[config.mk]
export PLATFORM = sky130hd
export DESIGN_NAME = dbg_runctl
export DESIGN_NICKNAME = d
export VERILOG_FILES = /design/src/rtl/dbg_runctl_pkg.sv /design/src/rtl/dbg_req_latch.sv /design/src/rtl/dbg_sticky_bank.sv /design/src/rtl/dbg_runctl.sv
export SDC_FILE = /design/constraint.sdc
export NUM_CORES = 1
export LEC_CHECK = 0
export BUFFER_PORTS_ARGS = -buffer_cell sky130_fd_sc_hd__buf_2
export CORE_MARGIN = 2
export CORE_UTILIZATION = 31
export CTS_BUF_LIST = sky130_fd_sc_hd__clkbuf_8
export DETAILED_ROUTE_END_ITERATION = 10
export GPL_ROUTABILITY_DRIVEN = 0
export PLACE_DENSITY = 0.77
export SYNTH_ARGS = -nofsm -noshare
export SYNTH_HDL_FRONTEND = slang
export SYNTH_HIERARCHICAL = 1
export SYNTH_SLANG_ARGS = --single-unit
[constraint.sdc]
create_clock -name clk -period 1 [get_ports clk]
set_clock_uncertainty 0.15 [all_clocks]
set_input_delay 0.05 -clock clk [delete_from_list [all_inputs] [get_ports clk]]
set_output_delay 0.05 -clock clk [all_outputs]
set_load 0.05 [all_outputs]
[src/rtl/dbg_runctl_pkg.sv]
package dbg_runctl_pkg;
  // control word bit positions (software visible)
  localparam int CTL_HALT_BIT    = 0;
  localparam int CTL_RESTART_BIT = 1;
  localparam int CTL_CLR_EXC_BIT = 2;
  localparam int CTL_CLR_ADV_BIT = 3;
  localparam int CTL_USED_W      = 4;
  // status word bit positions
  localparam int STS_HALTED_BIT  = 0;
  localparam int STS_RESTART_BIT = 1;
  localparam int STS_EXC_LSB     = 6;
  localparam int STS_ADV_BIT     = 25;
  localparam int STS_MIN_W       = STS_ADV_BIT + 1;
  // width of the sticky exception field
  localparam int EXC_W           = 3;
endpackage

[src/rtl/dbg_req_latch.sv]
// Held request toward the core; TARGET_DEBUG selects which core state
// completes (and forbids) the request.
module dbg_req_latch #(
  parameter bit TARGET_DEBUG = 1'b1
) (
  input  logic clk,
  input  logic rst,
  input  logic wr_hit,
  input  logic core_in_debug,
  output logic accept,
  output logic req
);
  logic at_target;

  assign at_target = (core_in_debug == TARGET_DEBUG);
  assign accept    = wr_hit && !at_target;

  always_ff @(posedge clk) begin
    if (rst) begin
      req <= 1'b0;
    end else if (at_target) begin
      req <= 1'b0;
    end else if (accept) begin
      req <= 1'b1;
    end
  end
endmodule

[src/rtl/dbg_sticky_bank.sv]
// Bank of sticky flags: a set pulse wins over a clear strobe.
module dbg_sticky_bank #(
  parameter int W = 3
) (
  input  logic         clk,
  input  logic         rst,
  input  logic [W-1:0] set_i,
  input  logic         clr_i,
  output logic [W-1:0] flags
);
  for (genvar i = 0; i < W; i++) begin : g_bit
    always_ff @(posedge clk) begin
      if (rst) begin
        flags[i] <= 1'b0;
      end else if (set_i[i]) begin
        flags[i] <= 1'b1;
      end else if (clr_i) begin
        flags[i] <= 1'b0;
      end
    end
  end
endmodule

[src/rtl/dbg_runctl.sv]
module dbg_runctl
  import dbg_runctl_pkg::*;
#(
  parameter int                DATA_W = 32,
  parameter int                ADDR_W = 4,
  parameter logic [ADDR_W-1:0] STS_ADDR = 1,
  parameter logic [ADDR_W-1:0] CTL_ADDR = 2
) (
  input  logic              clk,
  input  logic              rst,
  input  logic              wr_en,
  input  logic [ADDR_W-1:0] addr,
  input  logic [DATA_W-1:0] wr_data,
  output logic [DATA_W-1:0] rd_data,
  input  logic              core_in_debug,
  input  logic              core_restarted,
  input  logic [EXC_W-1:0]  exc_set,
  input  logic              pipe_adv_set,
  output logic              halt_req,
  output logic              restart_req
);
  logic ctl_wr;
  logic halt_hit, restart_hit, clr_exc, clr_adv;
  logic halt_acc, restart_acc;
  logic halted_q, restarted_q;
  logic [EXC_W-1:0] exc_q;
  logic [0:0]       adv_q;
  logic [DATA_W-1:0] sts_word;
  logic unused_rsvd;

  assign ctl_wr      = wr_en && (addr == CTL_ADDR);
  assign halt_hit    = ctl_wr && wr_data[CTL_HALT_BIT];
  assign restart_hit = ctl_wr && wr_data[CTL_RESTART_BIT];
  assign clr_exc     = ctl_wr && wr_data[CTL_CLR_EXC_BIT];
  assign clr_adv     = ctl_wr && wr_data[CTL_CLR_ADV_BIT];
  assign unused_rsvd = ^wr_data[DATA_W-1:CTL_USED_W];

  dbg_req_latch #(.TARGET_DEBUG(1'b1)) u_halt (
    .clk(clk), .rst(rst), .wr_hit(halt_hit), .core_in_debug(core_in_debug),
    .accept(halt_acc), .req(halt_req)
  );

  dbg_req_latch #(.TARGET_DEBUG(1'b0)) u_restart (
    .clk(clk), .rst(rst), .wr_hit(restart_hit), .core_in_debug(core_in_debug),
    .accept(restart_acc), .req(restart_req)
  );

  dbg_sticky_bank #(.W(EXC_W)) u_exc (
    .clk(clk), .rst(rst), .set_i(exc_set), .clr_i(clr_exc), .flags(exc_q)
  );

  dbg_sticky_bank #(.W(1)) u_adv (
    .clk(clk), .rst(rst), .set_i(pipe_adv_set), .clr_i(clr_adv), .flags(adv_q)
  );

  // halted mirror and restarted flag; the pulse wins over an acceptance
  always_ff @(posedge clk) begin
    if (rst) begin
      halted_q    <= 1'b0;
      restarted_q <= 1'b0;
    end else begin
      halted_q <= core_in_debug;
      if (core_restarted) begin
        restarted_q <= 1'b1;
      end else if (restart_acc) begin
        restarted_q <= 1'b0;
      end
    end
  end

  always_comb begin
    sts_word                                   = '0;
    sts_word[STS_HALTED_BIT]                   = halted_q;
    sts_word[STS_RESTART_BIT]                  = restarted_q;
    sts_word[STS_EXC_LSB +: EXC_W]             = exc_q;
    sts_word[STS_ADV_BIT]                      = adv_q[0];
  end

  // registered read port; control reads as zero
  always_ff @(posedge clk) begin
    if (rst) begin
      rd_data <= '0;
    end else if (addr == STS_ADDR) begin
      rd_data <= sts_word;
    end else begin
      rd_data <= '0;
    end
  end

  logic unused_acc;
  assign unused_acc = halt_acc;
endmodule

Word-level counts from Yosys, hierarchy flattened
Index checks and enable logic that the tools add are counted.
Widths: inputs -> output; s select.

word-level totals
  register bits = 40
  bits of input ports = 45

operators by class
  equal/unequal tests = 2
  multiplexer cells = 8
  bitwise logic cells = 2
  reduce and logical (&&, ||, !) cells = 16

operator list
  kind                count
  $reduce_bool 2->1   5
  $mux 1              8
  $logic_and 1x1->1   7
  $reduce_or 2->1     3
  $eq 4x1->1 const B  1
  $eq 4x2->1 const B  1
  $not 1->1           2
  $logic_not 1->1     1

Logic depth before layout (Yosys ltp)
Gate-level depths: netlist (run 1).

  word-level depth = 6
  depth in mapped cells = 5
  depth with buffers taken out = 5

Cells and area by module
The synthesis (run 1) kept the hierarchy.

by module, submodules not included
  module                     instances  cells an instance  area each (um^2)  seq. area each (um^2)
  dbg_runctl                 1          56                 494.2             160.2
  dbg_sticky_bank (u_exc)    1          12                 105.1             60.1
  dbg_req_latch (u_restart)  1          4                  43.8              20.0
  dbg_sticky_bank (u_adv)    1          4                  38.8              20.0
  dbg_req_latch (u_halt)     1          4                  37.5              20.0

Worst setup path before layout (run 1)
OpenSTA, ideal clock, no wires.

  path type = register to register
  from = register, netlist name u_restart/req
  to = register u_restart.req
  setup time = 73 ps
  data arrival time = 866 ps
  setup slack = -88 ps
  cell stages (with the launch flop) = 3
  path buffers = 0
  clock period less this slack = 1088 ps
  cell sequence = dfxtp_1 > nor2_1 > nor3b_2

RTL lines
  what                  RTL line             source
  end signal, assigned  dbg_req_latch.sv:20  req <= 1'b0;
  end signal, assigned  dbg_req_latch.sv:22  req <= 1'b0;
  end signal, assigned  dbg_req_latch.sv:24  req <= 1'b1;
  end, declared         dbg_req_latch.sv:11  output logic req

Final worst setup path (run 1)
  from = register rd_data[8]
  to = output rd_data[8]

RTL lines
  what                    RTL line          source
  start, declared         dbg_runctl.sv:14  output logic [DATA_W-1:0] rd_data,
  start signal, assigned  dbg_runctl.sv:84  rd_data <= sts_word;

No word-level cell between the ends.

==> results of run 1 <==
## sequential cells by signal, summed over array words and instances (netlist names)
signal and flops:
halted_q 1, rd_data 6, restarted_q 1, u_adv/flags 1, u_exc/flags 3, u_halt/req 1, u_restart/req 1
## worst paths after layout
path / slack (ns) / to
min reg2reg: 0.31 / rd_data[0]
max reg2reg: 0.25 / u_halt/req
max: 0.04 / rd_data[8]
min: -0.03 / u_adv/flags
## power breakdown
group | internal, uW | switching [uW] | leakage (uW) | total, uW
Combinational | 70.4 | 277 | 0.000350 | 348
Sequential | 577 | 7.63 | 0.000116 | 585
Clock | 348 | 184 | 0.0000288 | 532
## stage by stage
step | area, sq um | hold slack, ns | instances | setup slack (ns)
3_5_place_dp | 803 | 0.113 | 134 | -0.170
3_3_place_gp | 803 | 0.0973 | 134 | -0.162
4_1_cts | 923 | -0.0324 | 144 | 0.000684
2_1_floorplan | 813 | -0.0379 | 104 | 0.0373
5_1_grt | 951 | -0.0103 | 144 | 0.00255
6_report | 951 | -0.0305 | 144 | 0.0401
## cell usage in the layout (no fill, tap or decap)
cell and instances:
dfxtp_2 2, clkbuf_4 6, and3_1 6, a21oi_2 1
and2_2 1, nand2_1 4, nor3_4 1, nor3b_2 1
nor4_2 3, nand2b_1 5, buf_2 16, nor4_1 1
a21oi_1 4, nor3_1 1, nor2_1 2, inv_1 5
dfxtp_1 12, nor2b_1 2, buf_4 6, nand2b_4 1
conb_1 26, dlygate4sd3_1 6, clkbuf_8 4
## what timing repair did
item                       in CTS  in global routing
setup endpoints to repair       2                 10
gates resized for setup         2                  8
setup buffers                   0                  0
hold endpoints to repair        8                  3
## cell type report
class | instances | area [sq um]
fillers | 220 | 1240
flip-flops and latches | 14 | 283
inverters | 5 | 18.8
multi-input cells | 59 | 329
clock buffers | 4 | 55.1
repair buffers | 34 | 230
well taps | 28 | 35.0
## metal layers
metal  routed length [microns]  GRT usage [%]
met5                         0              0
met4                        10           4.82
met3                       107           6.32
met2                       668           18.1
met1                       440           9.53
## worst register-to-register path: cells and delay by family, from the launching register on
| kind | cells | cell delay, ns |
|---|---|---|
| flops | 1 | 0.33 |
| simple gates | 2 | 0.19 |
==> run summary, run 1 <==
The run finished, with violations left. The final reports fail on negative hold slack. The width of the die came out at 51.9 microns. For this design the static power due to leakage is 0.000495 uW.

Number of detailed-routing iterations run before antenna repair: 4. The top cell family by delay on the critical path is flip-flops. The worst setup path is captured at an output pin. Adding up every negative setup slack in the final design gives 0 ns. The run gives 0 as the number of maximum-capacitance constraint violations. TritonCTS built the clock tree. The depth of the worst hold-timing path came out at 2.

The run gives 711 sq um as the area of the mapped netlist. In the final layout, the share of cells above drive strength 1 is 36.2%. TritonCTS created 3 clock buffers. The logs give 79 for the gate count after technology mapping and 0 for the number of pins with negative max-slew slack in the final report.

The end-of-flow core utilization was 43.4%; the maximum number of pins on one net before global-route repair was 10. The core region is 2190 sq um. The critical path is of the flip-flop to output pin type.

The largest driver fanout on the critical path is 1. The tools report the clock root buffer as clkbuf_8. Buffers inserted to repair hold after CTS numbered 6.

The initial utilization of the core area, before any placement, comes to 32.4%. The run gives 6 as the synthesis warning total. The via count came out at 536. The average wire length per cell after detail routing works out to 8.52 microns. The total power consumption of the routed design came out at 1460 uW. The first-iteration detailed-routing DRC count was 1. For the number of antenna violations at the first check in global routing, the log shows 0. The synthesized area per cell was 9.00 sq um. The run gives 0 as the total of endpoints with negative setup slack in the final report. The count of buffers inserted at the top-level ports is 24, and the number of placement rows is 17.

The HPWL after detailed placement is 985 microns. The data arrival time of the worst path is 0.76 ns, and the delay of the slowest critical-path stage is 0.30 ns. The detail route stage leaves a number of antenna-violating nets equal to 0. Worst setup path startpoint: rd_data[8].

For the number of buffers on the longest clock path, the log shows 2. The final layout contains 162 nets. The critical hold path startpoint was rst. Count of final hold-check violations: 7.

Summed over all layers, the routed wires come to 1230 microns. The later pin in the worst-skew pair is clocked with a latency of 0.24 ns. Power density over the cells: 1540 nW/um^2. The largest individual stage delay along the critical path comes from the cell dfxtp_1. VDD sags by at most 1.13 mV. In this run the critical register-to-register path is launched from u_halt/req.

The final worst hold slack is -0.0305 ns. The tools report the number of global-route vias before repair as 503. At the worst endpoint, the required time is 0.80 ns.

Minimum clock period after layout: 0.960 ns. The sort of element at the start of the critical path is a flip-flop. Clock tree synthesis found a total of 14 sinks.

Setup repair after global routing left no endpoint under its margin. The number of logic stages on the critical path including buffering is 1, and the maximum frequency from static timing analysis is 1040 MHz. The worst register-to-register path has a depth of 2.

The global-route wire length before repair was 1950 microns; the antenna cell count was 0. The tools report the all-layer global routing usage as 10.4%. After detailed routing, the number of vias per cell comes to 3.72. After global routing the overflow that remains totals 0. The die covers 2690 sq um. The die boundary height was 51.9 microns. In the finished design, the share of the clock period the worst path needs comes to 96.0%. The run gives 1 as the number of H-tree levels. The number of buffers and inverters on the critical path came out at 1. Kind of path behind the tightest hold check: input pin to flip-flop. The critical path goes through clkbuf_4. For this design the top-level I/O count stands at 79. The run gives 0 as the DRC violation count after routing. The clock edge transition at the registers on the reported setup and hold paths was 0.05 ns. The area growth from synthesis to layout came out at 33.8%.
No activity file was read; power rests on OpenSTA's default activity.
==> inputs of run 2 (changes only) <==
--- a/config.mk
+++ b/config.mk
@@ -5,13 +5,14 @@
 export SDC_FILE = /design/constraint.sdc
 export NUM_CORES = 1
 export LEC_CHECK = 0
+export ABC_CLOCK_PERIOD_IN_PS = 1000
 export BUFFER_PORTS_ARGS = -buffer_cell sky130_fd_sc_hd__buf_2
 export CORE_MARGIN = 2
 export CORE_UTILIZATION = 31
 export CTS_BUF_LIST = sky130_fd_sc_hd__clkbuf_8
 export DETAILED_ROUTE_END_ITERATION = 10
 export GPL_ROUTABILITY_DRIVEN = 0
-export PLACE_DENSITY = 0.77
+export PLACE_DENSITY = 0.76
 export SYNTH_ARGS = -nofsm -noshare
 export SYNTH_HDL_FRONTEND = slang
 export SYNTH_HIERARCHICAL = 1
==> run 2 against run 1 <==
Sequential power hardly changed. Maximum frequency is 0.30% lower. Global-route usage is 0.94 points lower. Cell count is 0.69% higher. Combinational power is 2% higher. The flow now finishes without violations. Hold slack better by 0.052 ns. Design area is 1.1% higher. Total power is 0.63% higher. Critical endpoint is now rd_data[0]. Clock-buffer cell count stayed put. Core utilization is 0.46 points higher. Critical path depth stayed put. Via count is 2.4% higher.
==> run summary, run 2 (synthesized netlist as in run 1, its figures left out) <==
STA classifies the critical path startpoint as a flip-flop. Entering global routing, the biggest net connects 9 pins. The global-route congestion overflow total came out at 0. Detailed routing placed a total of 677 microns of wire on met2.

The post-route netlist has 35.9% of its cells at a drive strength greater than 1. The pre-antenna-repair detailed-routing pass consisted of 3 iterations. TritonCTS built the clock tree. The finished layout holds 145 standard cells, fillers aside.

The tools report the number of global-route vias before repair as 492. Signal routing reaches up to met3. The number of clock buffers added by TritonCTS is 3. After detailed routing, the average wire length per cell comes to 8.76 microns. For the number of H-tree levels, the log shows 1. Number of placement rows: 17. The top cell types in the final layout, fill and taps aside, are conb_1, buf_2, dfxtp_1. The routed design uses 107 microns of met3 wire.

At the worst endpoint, the required time is 0.80 ns. Net switching is 32.2% of the power. The count of final hold-check violations came out at 0. The floorplan step set the die width to 51.9 microns.

The logs give 135 for the instance count after placement with tap cells included and 36.3% for the portion of total power attributed to the clock network. End-of-flow core utilization: 43.9%. Setup violations remaining at the end of the flow were counted as 0. The largest registers in the layout are rd_data: 6 flops, u_exc/flags: 3 flops. Walking the worst path, the cells encountered are clkbuf_4.

Number of flip-flops under the largest register name: 6. The run finished with clean final reports. The share of power burned in registers is 39.7%. The tools report the die area as 2690 sq um. The relative contribution of combinational cells to total power is 24.0%. The clock passes through at most 2 buffers. For the number of pins with negative max-slew slack in the final report, the log shows 0. The detailed-route wire length was 1270 microns. During I/O placement, the number of pins put on the boundary was 79. STA classifies the critical path endpoint as an output pin. Global routing used 9.50% of the available tracks across all layers. The placed wire-length estimate after detailed placement is 1020 microns, and the number of buffers and inverters on the critical path is 1. The minimum clock period after layout is 0.963 ns.

Setup repair after global routing left no endpoint under its margin. In this design, the stage delay of the slowest critical-path cell is 0.30 ns. Area growth from synthesis to layout: 35.2%. Library cell contributing the largest single delay on the critical path: dfxtp_1.

The first-iteration detailed-routing DRC count was 8. The post-route fraction of the period consumed by the critical path is 96.3%, and the placeable core region is 2190 sq um. In this run the power spent charging and discharging nets is 475 uW. After detailed routing, the number of vias per cell comes to 3.79. The clock root buffer is clkbuf_8. Hold is met by 0.0215 ns. The via count was 549; the antenna cell count was 0. The post-CTS setup repair buffer count was 0; the die boundary height was 51.9 microns. Once detail routing completed, the nets flagged for antenna violations numbered 0.

Commonest non-fill, non-tap cell in the layout: conb_1. The worst-case IR drop observed on VDD is 1.38 mV. The post-layout worst setup margin came out at 0.0372 ns. The critical setup path kind was flip-flop to output pin.

For the number of clock sinks, the log shows 14. After detailed routing, the number of remaining DRC violations is 0. The data arrival time of the worst path was 0.76 ns; the count of buffers inserted at the top-level ports was 24. Clock-pin slew was measured on the worst setup and hold paths at 0.05 ns. Across the run, the number of max-cap violations was 0. Prior to clock tree synthesis, the placed netlist has a worst setup slack of -0.179 ns.

The largest driver fanout on the critical path came out at 1. The final layout contains 163 nets. Kind of path behind the tightest hold check: input pin to flip-flop. Initial standard-cell utilization of the core: 32.4%. The internal power of the cells totals 999 uW. The run gives 0 as the number of antenna violations at the first check in global routing. The first global-routing pass estimated 1880 microns of wire. The power density over the cells was 1530 nW/um^2; the leakage power figure was 0.000504 uW. The top cell family by delay on the critical path is flip-flops.

The maximum frequency from static timing analysis is 1040 MHz, and the met1 layer wirelength in the final routing is 485 microns. More flip-flops sit in one register than any other, and that register is rd_data. The run gives 0.24 ns as the insertion delay of the later-clocked pin in the worst-skew pair.
## run 2: final cells by class
type,count,area (sq um)
inverters,5,18.8
clock buffers,4,55.1
fillers,222,1230
multi-input cells,59,332
flip-flops and latches,14,283
repair buffers,35,238
well taps,28,35.0
## run 2: final timing paths
kind / startpoint / slack, ns / end / depth (start not counted)
worst max register to register: u_exc/flags[2] / 0.24 / u_exc/flags[2] / 2
worst min-delay path: wr_data[0] / 0.02 / u_halt/req / 5
worst max-delay path: rd_data[0] / 0.04 / rd_data[0] / 1
worst min register to register: halted_q / 0.32 / rd_data[0] / 1
## run 2: stage by stage
step                instance area, sq um  total power (uW)  TNS (ns)
floorplan                            813               932         0
global placement                     811               919    -0.717
detailed placement                   811               924    -0.976
CTS                                  938              1480         0
global route                         961              1530         0
finish                               961              1470         0
## run 2: routing by layer
metal	global-route usage, %	vias to the layer above
li1	-	277
met1	9.45	248
met2	17.5	24
met3	4.31	0
met4	2.63	0
met5	0	-
## run 2: power groups by stage
stage | registers [uW] | clock network [uW] | logic (uW)
after CTS | 585 | 547 | 346
after detailed placement | 597 | 0 | 327
after global placement | 596 | 0 | 323
after floorplan | 602 | 0 | 330
after global routing | 587 | 566 | 373
final | 585 | 534 | 354
## run 2: timing repair
action	in CTS	in global routing
gates cloned	0	0
endpoints found under the hold margin	8	0
hold buffers	6	0
gates resized for setup	5	5
setup endpoints to repair	5	4
